<file path="src/rtl/clic_accept_pkg.sv">
package clic_accept_pkg;
  localparam int LEVEL_W = 8;
  localparam int CAUSE_W = 11;
  localparam int ADDR_W  = 32;
  localparam logic [CAUSE_W-1:0] CAUSE_NMI_LOAD  = 11'd1024;
  localparam logic [CAUSE_W-1:0] CAUSE_NMI_STORE = 11'd1025;
  localparam logic [1:0] MODE_LEVELED = 2'b11;
  localparam logic [1:0] PRIV_MACHINE = 2'b11;

  typedef struct packed {
    logic takeExt;
    logic takeNmi;
    logic nmiStore;
    logic mret;
  } strobe_t;
endpackage

</file>
<file path="src/rtl/clic_accept_ctrl.sv">
module clic_accept_ctrl
  import clic_accept_pkg::*;
(
  input  logic       clk,
  input  logic       rstN,
  input  logic       extReq,
  input  logic [1:0] extPriv,
  input  logic       nmiLoad,
  input  logic       nmiStore,
  input  logic       gie,
  input  logic       debugMode,
  input  logic       coreReady,
  input  logic       mretReq,
  input  logic [1:0] vecMode,
  input  logic       levelWins,
  output strobe_t    strb
);
  logic canTrap;
  logic nmiAny;
  logic extOk;

  always_comb begin
    canTrap = coreReady && !debugMode && !mretReq;
    nmiAny  = nmiLoad || nmiStore;
    extOk   = extReq && gie && (vecMode == MODE_LEVELED) &&
              (extPriv == PRIV_MACHINE) && levelWins;
    strb.takeNmi  = canTrap && nmiAny;
    strb.takeExt  = canTrap && !nmiAny && extOk;
    strb.nmiStore = nmiStore;
    strb.mret     = mretReq;
  end

  p_one_source_r6: assert property (@(posedge clk) disable iff (!rstN)
    !(strb.takeExt && strb.takeNmi));
  p_debug_blocks_r8: assert property (@(posedge clk) disable iff (!rstN)
    debugMode |-> !(strb.takeExt || strb.takeNmi));
  p_mret_blocks_r11: assert property (@(posedge clk) disable iff (!rstN)
    mretReq |-> !(strb.takeExt || strb.takeNmi));
endmodule

</file>
<file path="src/rtl/clic_accept_dp.sv">
module clic_accept_dp
  import clic_accept_pkg::*;
#(
  parameter int ID_W = 10
) (
  input  logic               clk,
  input  logic               rstN,
  input  strobe_t            strb,
  input  logic [ID_W-1:0]    extId,
  input  logic [LEVEL_W-1:0] extLevel,
  input  logic               extHwVec,
  input  logic [25:0]        vecBaseHi,
  input  logic [ADDR_W-1:0]  tableBase,
  output logic               levelWins,
  output logic [CAUSE_W-1:0] trapCause,
  output logic               tableFetch,
  output logic [ADDR_W-1:0]  tableFetchAddr,
  output logic [ADDR_W-1:0]  handlerAddr,
  output logic [LEVEL_W-1:0] curLevel,
  output logic [LEVEL_W-1:0] prevLevel
);
  logic [LEVEL_W-1:0] curQ, prevQ;
  logic [ADDR_W-1:0]  idOffset;

  always_ff @(posedge clk or negedge rstN) begin
    if (!rstN) begin
      curQ  <= '0;
      prevQ <= '0;
    end else if (strb.takeExt) begin
      prevQ <= curQ;
      curQ  <= extLevel;
    end else if (strb.mret) begin
      curQ  <= prevQ;
    end
  end

  always_comb begin
    levelWins = extLevel > curQ;
    idOffset  = ADDR_W'(extId) << 2;
    tableFetchAddr = tableBase + idOffset;
    tableFetch = strb.takeExt && extHwVec;
    if (strb.takeNmi) begin
      trapCause   = strb.nmiStore ? CAUSE_NMI_STORE : CAUSE_NMI_LOAD;
      handlerAddr = {vecBaseHi[25:1], 7'b0};
    end else begin
      trapCause   = CAUSE_W'(extId);
      handlerAddr = {vecBaseHi, 6'b0};
    end
    curLevel  = curQ;
    prevLevel = prevQ;
  end

  p_nmi_level_kept_r7: assert property (@(posedge clk) disable iff (!rstN)
    strb.takeNmi |=> ($stable(curQ) && $stable(prevQ)));
  p_ext_level_load_r4: assert property (@(posedge clk) disable iff (!rstN)
    strb.takeExt |=> (curQ == $past(extLevel) && prevQ == $past(curQ)));
  p_mret_restore_r5: assert property (@(posedge clk) disable iff (!rstN)
    (strb.mret && !strb.takeExt) |=> (curQ == $past(prevQ) && $stable(prevQ)));
endmodule

</file>
<file path="src/rtl/clic_accept.sv">
module clic_accept
  import clic_accept_pkg::*;
#(
  parameter int ID_W = 10
) (
  input  logic                clk,
  input  logic                rstN,
  input  logic                extReq,
  input  logic [ID_W-1:0]     extId,
  input  logic [7:0]          extLevel,
  input  logic [1:0]          extPriv,
  input  logic                extHwVec,
  input  logic                nmiLoad,
  input  logic                nmiStore,
  input  logic                gie,
  input  logic                debugMode,
  input  logic                coreReady,
  input  logic                mretReq,
  input  logic [25:0]         vecBaseHi,
  input  logic [1:0]          vecMode,
  input  logic [31:0]         tableBase,
  output logic                trapTake,
  output logic                trapIsNmi,
  output logic [10:0]         trapCause,
  output logic                tableFetch,
  output logic [31:0]         tableFetchAddr,
  output logic [31:0]         handlerAddr,
  output logic [7:0]          curLevel,
  output logic [7:0]          prevLevel
);
  strobe_t strb;
  logic    levelWins;

  clic_accept_ctrl u_ctrl (
    .clk(clk), .rstN(rstN), .extReq(extReq), .extPriv(extPriv),
    .nmiLoad(nmiLoad), .nmiStore(nmiStore), .gie(gie),
    .debugMode(debugMode), .coreReady(coreReady), .mretReq(mretReq),
    .vecMode(vecMode), .levelWins(levelWins), .strb(strb)
  );

  clic_accept_dp #(.ID_W(ID_W)) u_dp (
    .clk(clk), .rstN(rstN), .strb(strb), .extId(extId),
    .extLevel(extLevel), .extHwVec(extHwVec), .vecBaseHi(vecBaseHi),
    .tableBase(tableBase), .levelWins(levelWins), .trapCause(trapCause),
    .tableFetch(tableFetch), .tableFetchAddr(tableFetchAddr),
    .handlerAddr(handlerAddr), .curLevel(curLevel), .prevLevel(prevLevel)
  );

  assign trapTake  = strb.takeExt || strb.takeNmi;
  assign trapIsNmi = strb.takeNmi;

  p_ext_strictly_higher_r3: assert property (@(posedge clk) disable iff (!rstN)
    (trapTake && !trapIsNmi) |-> (extLevel > curLevel));
  p_ext_needs_enable_r2: assert property (@(posedge clk) disable iff (!rstN)
    (trapTake && !trapIsNmi) |-> (gie && extReq && vecMode == 2'b11 && extPriv == 2'b11));
  p_nmi_no_fetch_r10: assert property (@(posedge clk) disable iff (!rstN)
    trapIsNmi |-> (!tableFetch && trapCause[10]));
  p_store_first_r6: assert property (@(posedge clk) disable iff (!rstN)
    (trapIsNmi && nmiStore) |-> (trapCause == 11'd1025));
endmodule

</file>
<file path="config.mk">
export PLATFORM = sky130hd
export DESIGN_NAME = clic_accept
export DESIGN_NICKNAME = d
export VERILOG_FILES = /design/src/rtl/clic_accept_pkg.sv /design/src/rtl/clic_accept_ctrl.sv /design/src/rtl/clic_accept_dp.sv /design/src/rtl/clic_accept.sv
export SDC_FILE = /design/constraint.sdc
export NUM_CORES = 1
export LEC_CHECK = 0
export BUFFER_PORTS_ARGS = -buffer_cell sky130_fd_sc_hd__buf_2
export CAP_MARGIN = 20
export CORE_MARGIN = 10
export CORE_UTILIZATION = 35
export DETAILED_ROUTE_END_ITERATION = 10
export GPL_TIMING_DRIVEN = 0
export HOLD_SLACK_MARGIN = 0.08
export PLACE_DENSITY = 0.77
export SYNTH_ARGS = -nofsm -noshare
export SYNTH_HDL_FRONTEND = slang
export SYNTH_HIERARCHICAL = 1
export SYNTH_SLANG_ARGS = --single-unit
</file>
<file path="constraint.sdc">
create_clock -name clk -period 2.9 [get_ports clk]
set_input_delay 0.58 -clock clk [delete_from_list [all_inputs] [get_ports clk]]
set_output_delay 0.58 -clock clk [all_outputs]
set_load 0.01 [all_outputs]
</file>
==> run_results.csv, run 1 <==
group,metric,value,unit
yosys,synthCells,272,
placement,gp_congestion,0.8623,
yosys,ys_types,42,
timing,worst_pin_slew,0.6175,ns
yosys,synth_ff_type,"dfrtp_1",
clocking,clk_latency,0.25,ns
power,p_comb_share,50.3,%
floorplanning,start_util,36.32,%
placement,placed_area,3029,um2
routing,drt-vias-per-instance,4.935,
floorplanning,die_w,98.62,um
power,power.switching,0.2970,mW
floorplanning,core-area,5956,um2
clocking,cts_buffers,3,
timing,period_share,102.8,%
yosys,synth-seq-cells,16,
cells_and_area,nFillCells,556,
setup_path,slowest_delay,0.37,ns
setup_path,critPathKind,"flip-flop to output pin",
yosys,ys_warn_count,6,
min_path,hp-class,"primary input to asynchronous set/reset pin",
cells_and_area,seqCellArea,400.4,um2
cells_and_area,nets,546,
setup_path,crit_required,2.32,ns
power,switching_share,35.18,%
yosys,ys_seq_area_share,18.51,%
global_routing,grt_max_degree,17,
timing,rsz0062_at_grt,"true",
power,power,0.8442,mW
timing,max_slew_margin,58.83,%
power,pwr-share-seq,26.5,%
power,power_frac_clock,23.2,%
floorplanning,num_rows,28,
setup_path,path_delay_family,"simple AND/OR/NAND/NOR gates",
cells_and_area,multi_input_area,1582,um2
timing,finClkSkew,0.002243,ns
floorplanning,die_h,98.62,um
routing,vias,2522,
routing,wl,8589,um
setup_path,path_buf_inv,3,
clocking,htreeDepth,1,
clocking,cts_tree,"built",
timing,final.setup.worst_slack,-0.08054,ns
clocking,ctsHoldBuffers,0,
timing,fmax,335.5,MHz
routing,drt_iter0_markers,75,
cells_and_area,finalInstanceArea,3322,um2
setup_path,slowest_stage,"dfrtp_1",
placement,numPortBuffers,150,
global_routing,grt_pass1_wl,12720,um
routing,postRouteAntennaNets,0,
global_routing,grt_use_total,15.47,%
run,maxCapViolations,0,
routing,wl_per_cell,16.81,um
floorplanning,io_pins,184,
cells_and_area,syn2layout_area_growth,53.56,%
cells_and_area,instances_no_fill,511,
clocking,clock_path_buffers,2,
yosys,syn_area,2163,um2
routing,drc_errors,0,
timing,setup_viol_count_final,1,
setup_path,worstPathMaxFanout,3,
setup_path,worstPathArrival,2.40,ns
timing,slew_viol_final,0,
setup_path,crit_path_start_kind,"flip-flop",
setup_path,worstSetupEndpointType,"output pin",
cells_and_area,antennaDiodeCount,0,
yosys,async_reset_ff_share,100.0,%
power,ir_worst_vdd,0.2655,mV
floorplanning,dieArea,9726,um2
placement,place_inst,502,
power,power_leakage,1.772,nW
global_routing,grt_pass1_vias,2601,
clocking,clk_pin_slew_worst_paths,0.06,ns
run_status,status,"finished with violations",
clocking,clockRootBuffer,"clkbuf_8",
yosys,avgSynthCellArea,7.953,um2
routing,drtPass1Iterations,4,
placement,dp_hpwl,7173,um
clocking,cts_sinks,16,
power,p_int,0.5472,mW
global_routing,antenna_found_initial,0,
cells_and_area,drive_gt1_share,55.96,%
run_status,violations,"setup timing",
global_routing,gr-total-overflow,0,
placement,dp_slack,-0.4833,ns
setup_path,path_cells,"inv_2 -> ha_4 -> nor2b_4 -> o21a_1 -> o21ai_1 -> a21oi_1 -> o22a_1 -> nand4_1 -> nor4_4 -> buf_4 -> and2_4 -> buf_6",
timing,period_needed,2.981,ns
timing,hold_viol,0,
power,power.density,254.1,nW/um2
yosys,synth-edff-count,0,
[power by group through the flow]
stage               combinational (mW)  clock [mW]  sequential, mW
CTS                              0.403       0.202           0.223
floorplan                        0.218           0           0.228
global route                     0.465       0.213           0.223
global placement                 0.379           0           0.227
detailed placement               0.387           0           0.227
finish                           0.425       0.196           0.223
[final timing paths]
check / start / endpoint / slack (ns) / depth (start not counted)
setup / recovery: u_dp/curLevel[1] / tableFetch / -0.08 / 12
hold / removal: rstN / u_dp/curLevel[5] / 0.24 / 1
setup reg to reg: u_dp/curLevel[1] / u_dp/prevLevel[7] / 0.29 / 12
hold reg to reg: u_dp/prevLevel[0] / u_dp/prevLevel[0] / 0.53 / 1
max in group asynchronous: rstN / u_dp/curLevel[4] / 2.39 / 1
min in group clk: u_dp/prevLevel[0] / u_dp/prevLevel[0] / 0.53 / 1
[cells by family (layout without fill, tap and decap cells)]
logic type,Yosys count,in the layout,share of synthesized area (%)
compound gates,56,56,15.21
xor+xnor,25,25,10.12
fa+ha+maj,19,19,11.34
buf+inv,59,218,16.48
flops,16,16,18.51
mux,17,17,8.387
other cells,1,6,0.1733
simple gates,79,79,19.78
[synth_stat cells (2+ instances only)]
cell	count	area (um2)
nand2b_1	5	31.28
and2_1	2	12.51
o21a_1	2	15.01
ha_1	18	225.2
a21oi_1	23	115.1
nor2_1	9	33.78
o211ai_1	4	30.03
or2_2	3	18.77
mux2_2	9	101.4
inv_1	18	67.56
nand4_1	6	37.54
dfrtp_1	16	400.4
a21boi_1	2	15.01
nor2b_1	12	75.07
xor2_1	14	122.6
buf_4	36	270.3
clkbuf_1	5	18.77
nand3_1	9	45.04
o2111ai_1	3	26.28
o21ai_0	15	75.07
nor3_1	2	10.01
nand2_1	22	82.58
mux2i_1	8	80.08
xnor2_1	11	96.34
[timing repair]
action,in CTS,in global routing
gates resized for setup,22,28
setup endpoints to repair,20,23
pin swaps,19,18
buffers inserted,5,2
[cell usage in the layout, fill, tap and decap left out, types with 3 or more instances in the layout]
cell type / count
a21oi_1: 17
a21oi_2: 4
buf_2: 145
buf_4: 44
buf_6: 4
clkbuf_8: 4
conb_1: 6
dfrtp_1: 16
ha_1: 9
ha_2: 6
ha_4: 3
inv_1: 16
mux2_2: 9
mux2i_1: 8
nand2_1: 22
nand2b_1: 3
nand3_1: 9
nand4_1: 6
nor2_1: 8
nor2b_1: 11
o211ai_1: 4
o21ai_0: 13
or2_2: 3
xnor2_1: 11
xor2_1: 14
[state kept, by name, summed over array words and instances, names as in the netlist]
register	cells
u_dp/prevLevel	8
u_dp/curLevel	8
[stage by stage]
step	setup TNS [ns]	utilization, %	hold WS (ns)
finish	-0.08054	55.78	0.2414
global route	-0.3440	55.78	0.2507
CTS	-0.1459	53.93	0.2460
detailed placement	-3.308	50.86	0.5153
global placement	-2.617	50.86	0.5065
floorplan	0	-	0.2844
[layout make-up]
cell class                 instances  share of cell area (%)
buffer                            39                   8.588
sequential                        16                   12.05
multi-input combinational        202                   47.61
clock buffer                       4                   1.657
timing repair buffer             157                   25.24
inverter                          18                   2.034
tap                               75                   2.825
[routing by layer]
layer	vias up	wire [um]	track usage, %
met3	14	662	3.771
met1	1156	3169	15.88
met5	-	0	0
met2	127	4586	29.70
met4	0	171	5.072
li1	1225	-	-
No activity file was read; power rests on OpenSTA's default activity.
==> inputs of run 2 (changes only) <==
--- a/config.mk
+++ b/config.mk
@@ -12,6 +12,7 @@
 export DETAILED_ROUTE_END_ITERATION = 10
 export GPL_TIMING_DRIVEN = 0
 export HOLD_SLACK_MARGIN = 0.08
+export MAX_ROUTING_LAYER = met4
 export PLACE_DENSITY = 0.77
 export SYNTH_ARGS = -nofsm -noshare
 export SYNTH_HDL_FRONTEND = slang
==> run_results.csv, run 2 (synthesis gave the netlist of run 1 again) <==
group,metric,value,unit
run_status,status,"finished with violations",
run_status,violations,"setup timing",
placement,dp_slack,-0.4833,ns
cells_and_area,fin_util,55.78,%
clocking,cts_tree,"built",
floorplanning,core-area,5956,um2
global_routing,grt_use_total,15.92,%
timing,max_slew_margin,58.59,%
global_routing,grt_pass1_wl,12720,um
cells_and_area,mostFrequentLayoutCell,"buf_2",
global_routing,gr-total-overflow,0,
setup_path,path_cells,"inv_2 -> ha_4 -> nor2b_4 -> o21a_1 -> o21ai_1 -> a21oi_1 -> o22a_1 -> nand4_1 -> nor4_4 -> buf_4 -> and2_4 -> buf_6",
clocking,clk_pin_slew_worst_paths,0.06,ns
placement,gp_congestion,0.8761,
placement,numPortBuffers,150,
floorplanning,die_w,98.62,um
min_path,hp-class,"primary input to asynchronous set/reset pin",
floorplanning,start_util,36.32,%
cells_and_area,drive_gt1_share,55.96,%
timing,finClkSkew,0.0009735,ns
cells_and_area,syn2layout_area_growth,53.56,%
setup_path,critPathKind,"flip-flop to output pin",
clocking,cts_buffers,3,
timing,slew_viol_final,0,
routing,drtPass1Iterations,4,
timing,rsz0062_at_grt,"true",
clocking,clockRootBuffer,"clkbuf_8",
timing,period_needed,2.981,ns
routing,drt_iter0_markers,82,
timing,hold_viol,0,
floorplanning,num_rows,28,
placement,dp_hpwl,7173,um
setup_path,crit_path_start_kind,"flip-flop",
timing,period_share,102.8,%
cells_and_area,finalInstanceArea,3322,um2
routing,drc_errors,0,
clocking,clock_path_buffers,2,
timing,worst_pin_slew,0.6212,ns
global_routing,grt_max_degree,17,
setup_path,worstPathArrival,2.40,ns
setup_path,path_delay_family,"simple AND/OR/NAND/NOR gates",
timing,fmax,335.5,MHz
power,power_leakage,1.772,nW
timing,final.setup.worst_slack,-0.08064,ns
routing,postRouteAntennaNets,0,
setup_path,worstSetupEndpointType,"output pin",
clocking,clk_latency,0.25,ns
routing,wl_per_cell,16.85,um
setup_path,slowest_stage,"dfrtp_1",
floorplanning,die_h,98.62,um
routing,wl,8609,um
routing,vias,2521,
placement,place_inst,502,
setup_path,slowest_delay,0.37,ns
clocking,cts_sinks,16,
timing,setup_viol_count_final,1,
global_routing,antenna_found_initial,0,
cells_and_area,antennaDiodeCount,0,
power,power.density,254.7,nW/um2
setup_path,worstPathMaxFanout,3,
timing,setup_tns,-0.08064,ns
setup_path,crit_required,2.32,ns
placement,placed_area,3029,um2
cells_and_area,nets,546,
run,maxCapViolations,0,
floorplanning,io_pins,184,
setup_path,path_buf_inv,3,
power,ir_worst_vdd,0.2700,mV
routing,drt-vias-per-instance,4.933,
floorplanning,dieArea,9726,um2
cells_and_area,instances_no_fill,511,
clocking,htreeDepth,1,
global_routing,grt_pass1_vias,2601,
cells_and_area,layout_common_cells,"145 x buf_2, 44 x buf_4, 22 x nand2_1",
[run 2: cell counts in the layout (fill, tap and decap cells not counted)]
No cell type changed its count.
[run 2: stage by stage]
stage	power (mW)	hold WS (ns)
2_1_floorplan	0.4458	0.2844
4_1_cts	0.8282	0.2460
5_1_grt	0.9010	0.2507
3_5_place_dp	0.6141	0.5153
3_3_place_gp	0.6067	0.5065
6_report	0.8459	0.2397
[run 2: path summary, 6_finish.rpt]
check                                  start           endpoint  slack [ns]  cells after the start
min reg2reg                u_dp/prevLevel[0]  u_dp/prevLevel[0]        0.53                      1
max                         u_dp/curLevel[1]         tableFetch       -0.08                     12
max reg2reg                 u_dp/curLevel[1]  u_dp/prevLevel[5]        0.29                     12
min                                     rstN  u_dp/prevLevel[7]        0.24                      1
max in group asynchronous               rstN   u_dp/curLevel[0]        2.39                      1
min in group clk           u_dp/prevLevel[0]  u_dp/prevLevel[0]        0.53                      1
[run 2: final cells by class]
type	instances	area, um2
Tap cell	75	93.84
Sequential cell	16	400.4
Multi-Input combinational cell	202	1582
Inverter	18	67.56
Buffer	39	285.3
Timing Repair Buffer	157	838.3
Fill cell	556	2634
Clock buffer	4	55.05
[run 2: where the power goes]
group          internal (mW)  switching, mW
clock network          0.120         0.0774
logic                  0.203          0.221
registers              0.223      0.0000543
[run 2: timing repair]
item | CTS | global route
endpoints found under the hold margin | 0 | 0
resized for setup | 22 | 28
hold buffers | 0 | 0
pin swaps | 19 | 18
buffers inserted | 5 | 2
setup endpoints to repair | 20 | 23
[run 2: layer usage]
layer  track usage [%]  share of wire, %  wire [um]  vias to the layer above
met4             5.182               2.0        175                        0
met2             29.65                53       4603                      125
met3             3.003               6.7        580                       14
met1             16.33                38       3250                     1158
li1                  -                 -          -                     1224
met5                 -                 0          0                        -
